## src/rtl/bkchk_pkg.sv

```systemverilog
package bkchk_pkg;

  typedef enum logic [3:0] {
    C_DESEL = 4'd0,
    C_NOP   = 4'd1,
    C_ACT   = 4'd2,
    C_RD    = 4'd3,
    C_WR    = 4'd4,
    C_BST   = 4'd5,
    C_PRE   = 4'd6,
    C_REF   = 4'd7,
    C_MRS   = 4'd8
  } cmd_e;

  typedef enum logic [3:0] {
    S_IDLE = 4'd0,
    S_OPEN = 4'd1,
    S_ROW  = 4'd2,
    S_RD   = 4'd3,
    S_WR   = 4'd4,
    S_PRE  = 4'd5,
    S_RDAP = 4'd6,
    S_WRAP = 4'd7,
    S_REF  = 4'd8,
    S_MODE = 4'd9,
    S_PALL = 4'd10
  } st_e;

  // Pin pattern to command.
  function automatic cmd_e decode_pins(input logic cs_n, input logic ras_n,
                                       input logic cas_n, input logic we_n);
    cmd_e c;
    if (cs_n) c = C_DESEL;
    else begin
      case ({ras_n, cas_n, we_n})
        3'b111:  c = C_NOP;
        3'b011:  c = C_ACT;
        3'b101:  c = C_RD;
        3'b100:  c = C_WR;
        3'b110:  c = C_BST;
        3'b010:  c = C_PRE;
        3'b001:  c = C_REF;
        default: c = C_MRS;
      endcase
    end
    return c;
  endfunction

  function automatic logic is_exec(input cmd_e c);
    return !(c == C_DESEL || c == C_NOP);
  endfunction

  // States that freeze the whole device.
  function automatic logic devwide(input st_e s);
    return (s == S_REF) || (s == S_MODE) || (s == S_PALL);
  endfunction

  // Bank-local states that must run to completion.
  function automatic logic bank_busy(input st_e s);
    return (s == S_OPEN) || (s == S_PRE) || (s == S_RDAP) || (s == S_WRAP);
  endfunction

  // States from which a precharge may be issued.
  function automatic logic pre_ok(input st_e s);
    return (s == S_IDLE) || (s == S_ROW) || (s == S_RD) || (s == S_WR);
  endfunction

  // Where a timed state goes when its window runs out.
  function automatic st_e settle(input st_e s);
    st_e r;
    case (s)
      S_OPEN, S_RD, S_WR:                     r = S_ROW;
      S_PRE, S_RDAP, S_WRAP, S_REF, S_MODE, S_PALL: r = S_IDLE;
      default:                                r = s;
    endcase
    return r;
  endfunction

endpackage

```

## src/rtl/bkchk_decode.sv

```systemverilog
module bkchk_decode
  import bkchk_pkg::*;
(
  input  logic cs_n,
  input  logic ras_n,
  input  logic cas_n,
  input  logic we_n,
  output cmd_e cmd
);
  assign cmd = decode_pins(cs_n, ras_n, cas_n, we_n);
endmodule

```

## src/rtl/bkchk_timer.sv

```systemverilog
module bkchk_timer #(
  parameter int CW = 9
) (
  input  logic          clk,
  input  logic          rst_n,
  input  logic          load,
  input  logic [CW-1:0] load_val,
  output logic          expire
);
  logic [CW-1:0] cnt;

  always_ff @(posedge clk) begin
    if (!rst_n)              cnt <= '0;
    else if (load)           cnt <= load_val;
    else if (cnt != '0)      cnt <= cnt - 1'b1;
  end

  // Last cycle of the window: the count is about to reach zero.
  assign expire = (cnt == {{(CW-1){1'b0}}, 1'b1});
endmodule

```

## src/rtl/bkchk_rules.sv

```systemverilog
module bkchk_rules
  import bkchk_pkg::*;
(
  input  st_e  st,
  input  cmd_e cmd,
  input  logic ap,
  input  logic pall,
  input  logic hit,
  input  logic peers_idle,
  input  logic peer_rd_recent,
  output logic legal,
  output logic go,
  output st_e  nxt
);
  always_comb begin
    legal = 1'b1;
    go    = 1'b0;
    nxt   = st;
    if (!is_exec(cmd)) begin
      legal = 1'b1;
    end else if (devwide(st)) begin
      legal = 1'b0;
    end else begin
      case (cmd)
        C_BST: begin
          if (peer_rd_recent) legal = 1'b1;
          else if (st == S_RD) begin
            go  = 1'b1;
            nxt = S_ROW;
          end else legal = 1'b0;
        end
        C_REF, C_MRS: begin
          if (st == S_IDLE && peers_idle) begin
            go  = 1'b1;
            nxt = (cmd == C_REF) ? S_REF : S_MODE;
          end else legal = 1'b0;
        end
        default: begin
          if (cmd == C_PRE && pall) begin
            if (pre_ok(st)) begin
              go  = 1'b1;
              nxt = S_PALL;
            end else legal = 1'b0;
          end else if (!hit) begin
            legal = 1'b1;
          end else begin
            case (st)
              S_IDLE: begin
                if (cmd == C_ACT) begin
                  go  = 1'b1;
                  nxt = S_OPEN;
                end else legal = 1'b0;
              end
              S_ROW, S_RD, S_WR: begin
                case (cmd)
                  C_RD: begin
                    go  = 1'b1;
                    nxt = ap ? S_RDAP : S_RD;
                  end
                  C_WR: begin
                    go  = 1'b1;
                    nxt = ap ? S_WRAP : S_WR;
                  end
                  C_PRE: begin
                    go  = 1'b1;
                    nxt = S_PRE;
                  end
                  default: legal = 1'b0;
                endcase
              end
              default: legal = 1'b0;
            endcase
          end
        end
      endcase
    end
  end
endmodule

```

## src/rtl/bkchk_top.sv

```systemverilog
module bkchk_top
  import bkchk_pkg::*;
#(
  parameter int TW = 8
) (
  input  logic          clk,
  input  logic          rst_n,
  input  logic          cs_n,
  input  logic          ras_n,
  input  logic          cas_n,
  input  logic          we_n,
  input  logic          ap_flag,
  input  logic          pall_flag,
  input  logic          bank_hit,
  input  logic          peers_idle,
  input  logic          peer_rd_recent,
  input  logic [TW-1:0] cfg_trp,
  input  logic [TW-1:0] cfg_trcd,
  input  logic [TW-1:0] cfg_trfc,
  input  logic [TW-1:0] cfg_tmrd,
  input  logic [TW-1:0] cfg_burst,
  output logic [3:0]    state_o,
  output logic          legal_o,
  output logic [3:0]    cmd_o
);
  localparam int CW = TW + 1;

  // Window length with zero mapped to one cycle.
  function automatic logic [CW-1:0] win(input logic [TW-1:0] n);
    return (n == '0) ? {{(CW-1){1'b0}}, 1'b1} : {1'b0, n};
  endfunction

  st_e           state;
  cmd_e          cmd_now;
  logic          legal_now;
  logic          go;
  st_e           nxt;
  logic          tmr_expire;
  logic [CW-1:0] ld_val;

  bkchk_decode u_dec (
    .cs_n (cs_n), .ras_n (ras_n), .cas_n (cas_n), .we_n (we_n), .cmd (cmd_now)
  );

  bkchk_rules u_rules (
    .st             (state),
    .cmd            (cmd_now),
    .ap             (ap_flag),
    .pall           (pall_flag),
    .hit            (bank_hit),
    .peers_idle     (peers_idle),
    .peer_rd_recent (peer_rd_recent),
    .legal          (legal_now),
    .go             (go),
    .nxt            (nxt)
  );

  always_comb begin
    case (nxt)
      S_OPEN:         ld_val = win(cfg_trcd);
      S_PRE, S_PALL:  ld_val = win(cfg_trp);
      S_RD, S_WR:     ld_val = win(cfg_burst);
      S_RDAP, S_WRAP: ld_val = win(cfg_burst) + win(cfg_trp);
      S_REF:          ld_val = win(cfg_trfc);
      S_MODE:         ld_val = win(cfg_tmrd);
      default:        ld_val = '0;
    endcase
  end

  bkchk_timer #(.CW(CW)) u_tmr (
    .clk (clk), .rst_n (rst_n), .load (go), .load_val (ld_val), .expire (tmr_expire)
  );

  always_ff @(posedge clk) begin
    if (!rst_n) begin
      state   <= S_IDLE;
      legal_o <= 1'b1;
      cmd_o   <= C_DESEL;
    end else begin
      if (go)              state <= nxt;
      else if (tmr_expire) state <= settle(state);
      legal_o <= legal_now;
      cmd_o   <= cmd_now;
    end
  end

  assign state_o = state;
endmodule

```

## config.mk

```make
export PLATFORM = sky130hd
export DESIGN_NAME = bkchk_top
export DESIGN_NICKNAME = d
export VERILOG_FILES = /design/src/rtl/bkchk_pkg.sv /design/src/rtl/bkchk_decode.sv /design/src/rtl/bkchk_timer.sv /design/src/rtl/bkchk_rules.sv /design/src/rtl/bkchk_top.sv
export SDC_FILE = /design/constraint.sdc
export NUM_CORES = 1
export LEC_CHECK = 0
export ABC_AREA = 1
export BUFFER_PORTS_ARGS = -buffer_cell sky130_fd_sc_hd__buf_2
export CORE_MARGIN = 4
export CORE_UTILIZATION = 25
export DETAILED_ROUTE_END_ITERATION = 16
export MAX_ROUTING_LAYER = met4
export PLACE_DENSITY_LB_ADDON = 0.25
export SYNTH_ARGS = -nofsm -noshare
export SYNTH_HDL_FRONTEND = slang
export SYNTH_SLANG_ARGS = --single-unit
```

## constraint.sdc

```tcl
create_clock -name clk -period 2.22 [get_ports clk]
set_clock_uncertainty 0.1 [all_clocks]
set_input_delay 0.444 -clock clk [delete_from_list [all_inputs] [get_ports clk]]
set_output_delay 0.444 -clock clk [all_outputs]
set_load 0.01 [all_outputs]
```

Yosys cells after proc, flatten, opt, wreduce, memory -nomap -nowiden
Cells that the tools add are included.

Register bits: 18. Bits in latches: 0. RAM bits: 0. Bits in read-only memories: 0. Input port bits: 51. Memories kept: 0.

Add/sub/neg operators: 2. Multiply operators: 0. Divide/modulo/power cells: 0. Magnitude comparators: 0. Equal/unequal tests: 35. Shifts and indexed selects: 0. Mux-type cells: 45. Bitwise operators: 1. Reduce and logical (&&, ||, !) cells: 29.

Operator list (number): 9-bit case mux with 6 select lines (1); 4-bit by 3-bit equality test with 1-bit output, second input constant (12); 4-bit two-way mux (12); 8-bit zero test (5); 8-bit two-way mux (5); 4-bit equality test, second input constant (7); 4-bit case mux with 7 select lines (1); 4-bit case mux with 2 select lines (3); 4-bit by 2-bit equality test with 1-bit output, second input constant (5); 9-bit two-way mux (2); 1-bit two-way mux (15); 3-bit equality test, second input constant (4); 4-bit by 1-bit equality test with 1-bit output, second input constant (3); 4-bit case mux with 3 select lines (1); 2-bit OR reduction (5); 8-bit by 8-bit adder with 9-bit output (1); 9-bit by 1-bit equality test with 1-bit output, second input constant (1); 9-bit nonzero test (1); 3-bit OR reduction (3); 9-bit by 1-bit subtractor with 9-bit output, second input constant (1); 4-bit zero test (2); 3-bit by 2-bit equality test with 1-bit output, second input constant (2); 1-bit logical OR (6); 1-bit case mux with 2 select lines (3); 9 further kinds (11).

Longest topological paths before layout
Word-level depth: 15. Depth in mapped cells: 21.

Hierarchy
From an unflattened synthesis, not the netlist that was laid out.

Cells, all modules: 471. Area total of the unflattened synthesis: 2497.4 um^2.

By module, submodules not included: bkchk_top (instances 1, cells each 243, area an instance 1313.8 um^2); bkchk_timer (instances 1, cells each 103, area an instance 621.8 um^2); bkchk_rules (instances 1, cells each 110, area an instance 496.7 um^2); bkchk_decode (instances 1, cells each 15, area an instance 65.1 um^2).

Worst setup path before layout
No wires, ideal clock.

Kind: in2reg. Start point: input port cfg_burst[5]. End point: register u_tmr.cnt[6]. Arrival: 2.192 ns. Data required time: 2.050 ns. Path slack: -0.142 ns. Stages on the path: 16. Path buffers: 0. Cells stage by stage: nor3_1 > a21o_1 > ha_1 > fa_1 > a21oi_1 > o21ai_0 > nand2_1 > nand2_1 > a21oi_1 > nor2_1 > nand3b_1 > nand2_1 > nor2_1 > nand2_1 > nand2_1 > a21oi_1.

Word-level cells in the longest chain between the ends: 5.

RTL lines: from (decl) (RTL line bkchk_top.sv:21) `input logic [TW-1:0] cfg_burst,`; 8-bit zero test (RTL line bkchk_top.sv:30) `return (n == '0) ? {{(CW-1){1'b0}}, 1'b1} : {1'b0, n};`; 8-bit two-way mux * (RTL line bkchk_top.sv:30); 8-bit by 8-bit adder with 9-bit output (RTL line bkchk_top.sv:63) `S_RDAP, S_WRAP: ld_val = win(cfg_burst) + win(cfg_trp);`; 9-bit case mux with 6 select lines * (RTL line bkchk_top.sv:59) `case (nxt)`; 9-bit two-way mux * (RTL line bkchk_timer.sv:14) `else if (load) cnt <= load_val;`; to (signal assigned) (RTL line bkchk_timer.sv:14); to (signal assigned) (RTL line bkchk_timer.sv:15) `else if (cnt != '0) cnt <= cnt - 1'b1;`; to (decl) (RTL line bkchk_timer.sv:10) `logic [CW-1:0] cnt;`.

Every way passes the cells marked *; elsewhere a longest branch is shown, timed or not. A chain may end at the register's enable or synchronous reset.

Final worst setup path
Start point: input port cfg_burst[4]. End point: register u_tmr.cnt[5].

The elaborated chain is that of the path after synthesis.

==> reports/summary.txt <==
setup ws final: -114.2 ps
Hold Crit Class: primary input to register
Tcrit/Tclk final: 105.1%
clk_lat worst skew: 250 ps
post-synthesis cell count: 407
total wire length: 8013 µm
gr usage total: 14.16%
Filler Cell Count: 940
Worst Reg2Reg Path Length in Cells: 16
pwr/cell area: 550.8 nW/µm²
die height: 104.2 µm
Mean Syn Cell Area: 5.684 µm²
final core occ: 43.44%
flops & latches, synth: 18
Crit path top cell by count: nand2_1
initial antenna violation count: 0
CTS root buf: clkbuf_8
Max Root-Sink Buffers: 2
CP arrival: 2370 ps
Area contributors post-synth: nand2_1 (20%), dfxtp_1 (16%), nand3_1 (7.8%)
fin cells: 632
overall power: 0.002117 W
Hold EP: legal_o$_SDFF_PP1_
slowest CP cell: nor4_4
Post-Place Setup Slack: -523.4 ps
CP endpoint kind: register
cell area after placement: 3206 µm²
r2r endpoint: u_tmr.cnt[5]$_SDFFE_PN0P_
nets: 587
kind of critical path: primary input to register
reg-to-reg setup timing slack: -20 ps
highest clock rate: 428.4 MHz
Initial Util: 26.15%
Antenna Cells: 0
vias: 2987
die area: 10860 µm²
yosys warns: 0
CTS sink cnt: 18
hold path start: rst_n
GPL Wtd Cong: 0.9067
Final Max Slew Viols: 0
HPWL after detailed placement: 6391 µm
average routed wire per standard cell: 12.68 µm
layout cell share with drive strength beyond 1: 47.71%
sequential cell area fraction in the yosys report: 15.58%
worst-path cell chain: buf_8, nor4_4, a21o_1, ha_2, nand3_1, nand2_1, nand2_1, nand2_1, a21oi_1, or2_2, nand3_2, nand2_1, nor2_2, nand2_1, nand2_1, a21oi_1
distinct cell type count after synthesis: 37
area share of the largest cell type after synthesis: 19.79%
CTS tree: yes
Rows: 34
Post-DRT Antenna Nets: 0
Maximum Capacitance Violations: 0
worst r2r src: state_o[1]$_SDFFE_PN0P_
failing checks: setup timing
worst-path fanout max: 2
Slew @ Worst Pin: 382.8 ps
worst path required time: 2260 ps
Peak VDD IR: 0.0002674 V
drc violations: 0
CTS clk-pin slew, worst paths: 70 ps
Synth Cell Area: 2313 µm²
unrepaired setup endpoints after global routing: true
Num CTS Buffers: 3
first drt pass iteration count: 4
final worst path period need: 2334 ps
Crit path largest cell delay: 300 ps
WHS Path Cells: 2
Startpoint Class: primary input
Starting DRT DRC Count: 101
hold_buf cts: 0
syn_nets: 469
Layout area overhead: 66.14%
largest net degree at the start of global routing: 17
Yosys top cell by area: nand2_1
Slew HR: 74.26%
endpoints failing hold: 0
routed vias/inst: 4.726
input/output buffers: 59
vias in the first global route: 2893
gr ovfl total: 0
placed cell count: 622
Design Area, Final: 3844 µm²
final setup vio count: 2
htree depth: 1
Core Area: 8848 µm²
first-pass GRT wire length: 12850 µm
die width: 104.2 µm
io pins: 60
leakage: 1.945 nW
outcome: finished, violations left
-- synthesized netlist by cell type --
cell,number
o21ai_0,14
nand3_1,36
nor2_1,27
a21o_1,3
nor4_1,6
xnor2_1,1
or2_2,3
o22ai_1,1
a31oi_1,1
xor2_1,3
buf_4,1
a21oi_1,28
inv_2,13
o21ai_1,4
dfxtp_1,18
fa_1,1
inv_1,39
ha_1,10
o31ai_1,3
nand2_2,8
o221ai_1,1
clkbuf_1,14
o2111ai_1,1
nand2_4,1
nand3b_1,4
buf_6,2
nor3_1,8
nor2_4,3
nand2_1,122
nand4_1,13
o21a_1,2
buf_2,4
o311ai_0,2
nand3_2,4
nor2_8,1
nor2_2,4
nor3_2,1
-- cells by family (layout without fill, tap and decap cells) --
kind of cell	Yosys count	in the layout	synth area share, %
and+or+nand+nor	241	242	49.16
buffers and inverters	73	189	12.87
AOI/OAI and AO/OA	60	60	14.60
DFF	18	18	15.58
adders and majority gates	11	11	6.274
xor gates and xnor gates	4	4	1.515
-- power breakdown --
part,internal (W),total [W],switching (W)
registers,0.000390,0.000438,0.0000478
clock network,0.000158,0.000271,0.000113
logic,0.000621,0.00141,0.000787
total,0.00117,0.00212,0.000948
-- state kept, by name (all words and copies together), names as in the netlist --
| register | cells |
|---|---|
| state_o | 4 |
| cmd_o | 4 |
| u_tmr.cnt | 9 |
| legal_o | 1 |
-- through the flow --
| step | TNS [ps] | hold WS (ps) |
|---|---|---|
| finish | -190.0 | 362.6 |
| global route | -1281 | 360.1 |
| CTS | -178.5 | 359.1 |
| detailed placement | -3957 | 462.7 |
| global placement | -3759 | 461.3 |
| floorplan | -61.86 | 422.7 |
-- layer usage --
metal  global-route usage, %  part of all wire [%]  routed length [µm]  vias up
met1                   19.00                    46                3724     1338
met3                   2.110                   4.3                 343       14
li1                        -                     -                   -     1569
met4                   2.184                   1.6                 129        0
met2                   23.03                    48                3815       66
met5                       -                     0                   0        -
-- placed cells by master (no fill, tap or decap), types with 2 or more instances in the layout --
cell,Yosys,layout
clkbuf_8,0,4
nand2_2,8,23
dfxtp_4,0,2
a21oi_2,0,5
buf_4,1,67
nand2_1,122,95
nor2_2,4,4
nor2_4,3,10
o21a_1,2,2
nor3_1,8,6
buf_8,0,4
buf_2,4,45
a21oi_1,28,20
nand2_4,1,12
a21oi_4,0,3
o21ai_0,14,10
buf_6,2,14
nand4_1,13,13
nor2_1,27,21
xor2_1,3,3
inv_1,39,34
or2_2,3,3
nand3_2,4,18
nor3_4,0,2
nor4_4,0,2
a21o_1,3,3
buf_12,0,2
nor4_1,6,4
dfxtp_1,18,15
nand3_1,36,21
o21ai_1,4,6
inv_2,13,16
nand3b_1,4,4
o31ai_1,3,2
ha_1,10,9
-- layout make-up --
type                            count  area, µm²  share of cell area [%]
Sequential cell                    18      369.1                   9.603
Timing Repair Buffer              133       1011                   26.30
Inverter                           52      205.2                   5.339
Clock buffer                        4      55.05                   1.432
Tap cell                          108      135.1                   3.516
Multi-Input combinational cell    317       2068                   53.81
-- critical path, delay by kind of cell --
kind,cells,cell delay (ps)
AOI/OAI and AO/OA,3,300
adders and majority gates,1,200
buffers and inverters,1,100
and+or+nand+nor,11,1330
-- repair_timing --
action | CTS | global route
pin swaps | 13 | 33
resized for setup | 33 | 103
setup endpoints to repair | 9 | 13
setup buffers | 2 | 4
cloned | 0 | 2
-- worst max path at each step --
| stage | start | end | slack (ps) | cells past startpoint |
|---|---|---|---|---|
| finish | cfg_burst[4] | u_tmr.cnt[5]$_SDFFE_PN0P_ | -110 | 16 |
| global route | cfg_trp[1] | u_tmr.cnt[5]$_SDFFE_PN0P_ | -260 | 16 |
| CTS | cfg_burst[4] | u_tmr.cnt[6]$_SDFFE_PN0P_ | -80 | 17 |
| detailed placement | cfg_burst[1] | u_tmr.cnt[5]$_SDFFE_PN0P_ | -520 | 16 |
| global placement | cfg_burst[1] | u_tmr.cnt[5]$_SDFFE_PN0P_ | -490 | 16 |
| floorplan | cfg_burst[1] | u_tmr.cnt[6]$_SDFFE_PN0P_ | -50 | 16 |
No activity file was read; power rests on OpenSTA's default activity.
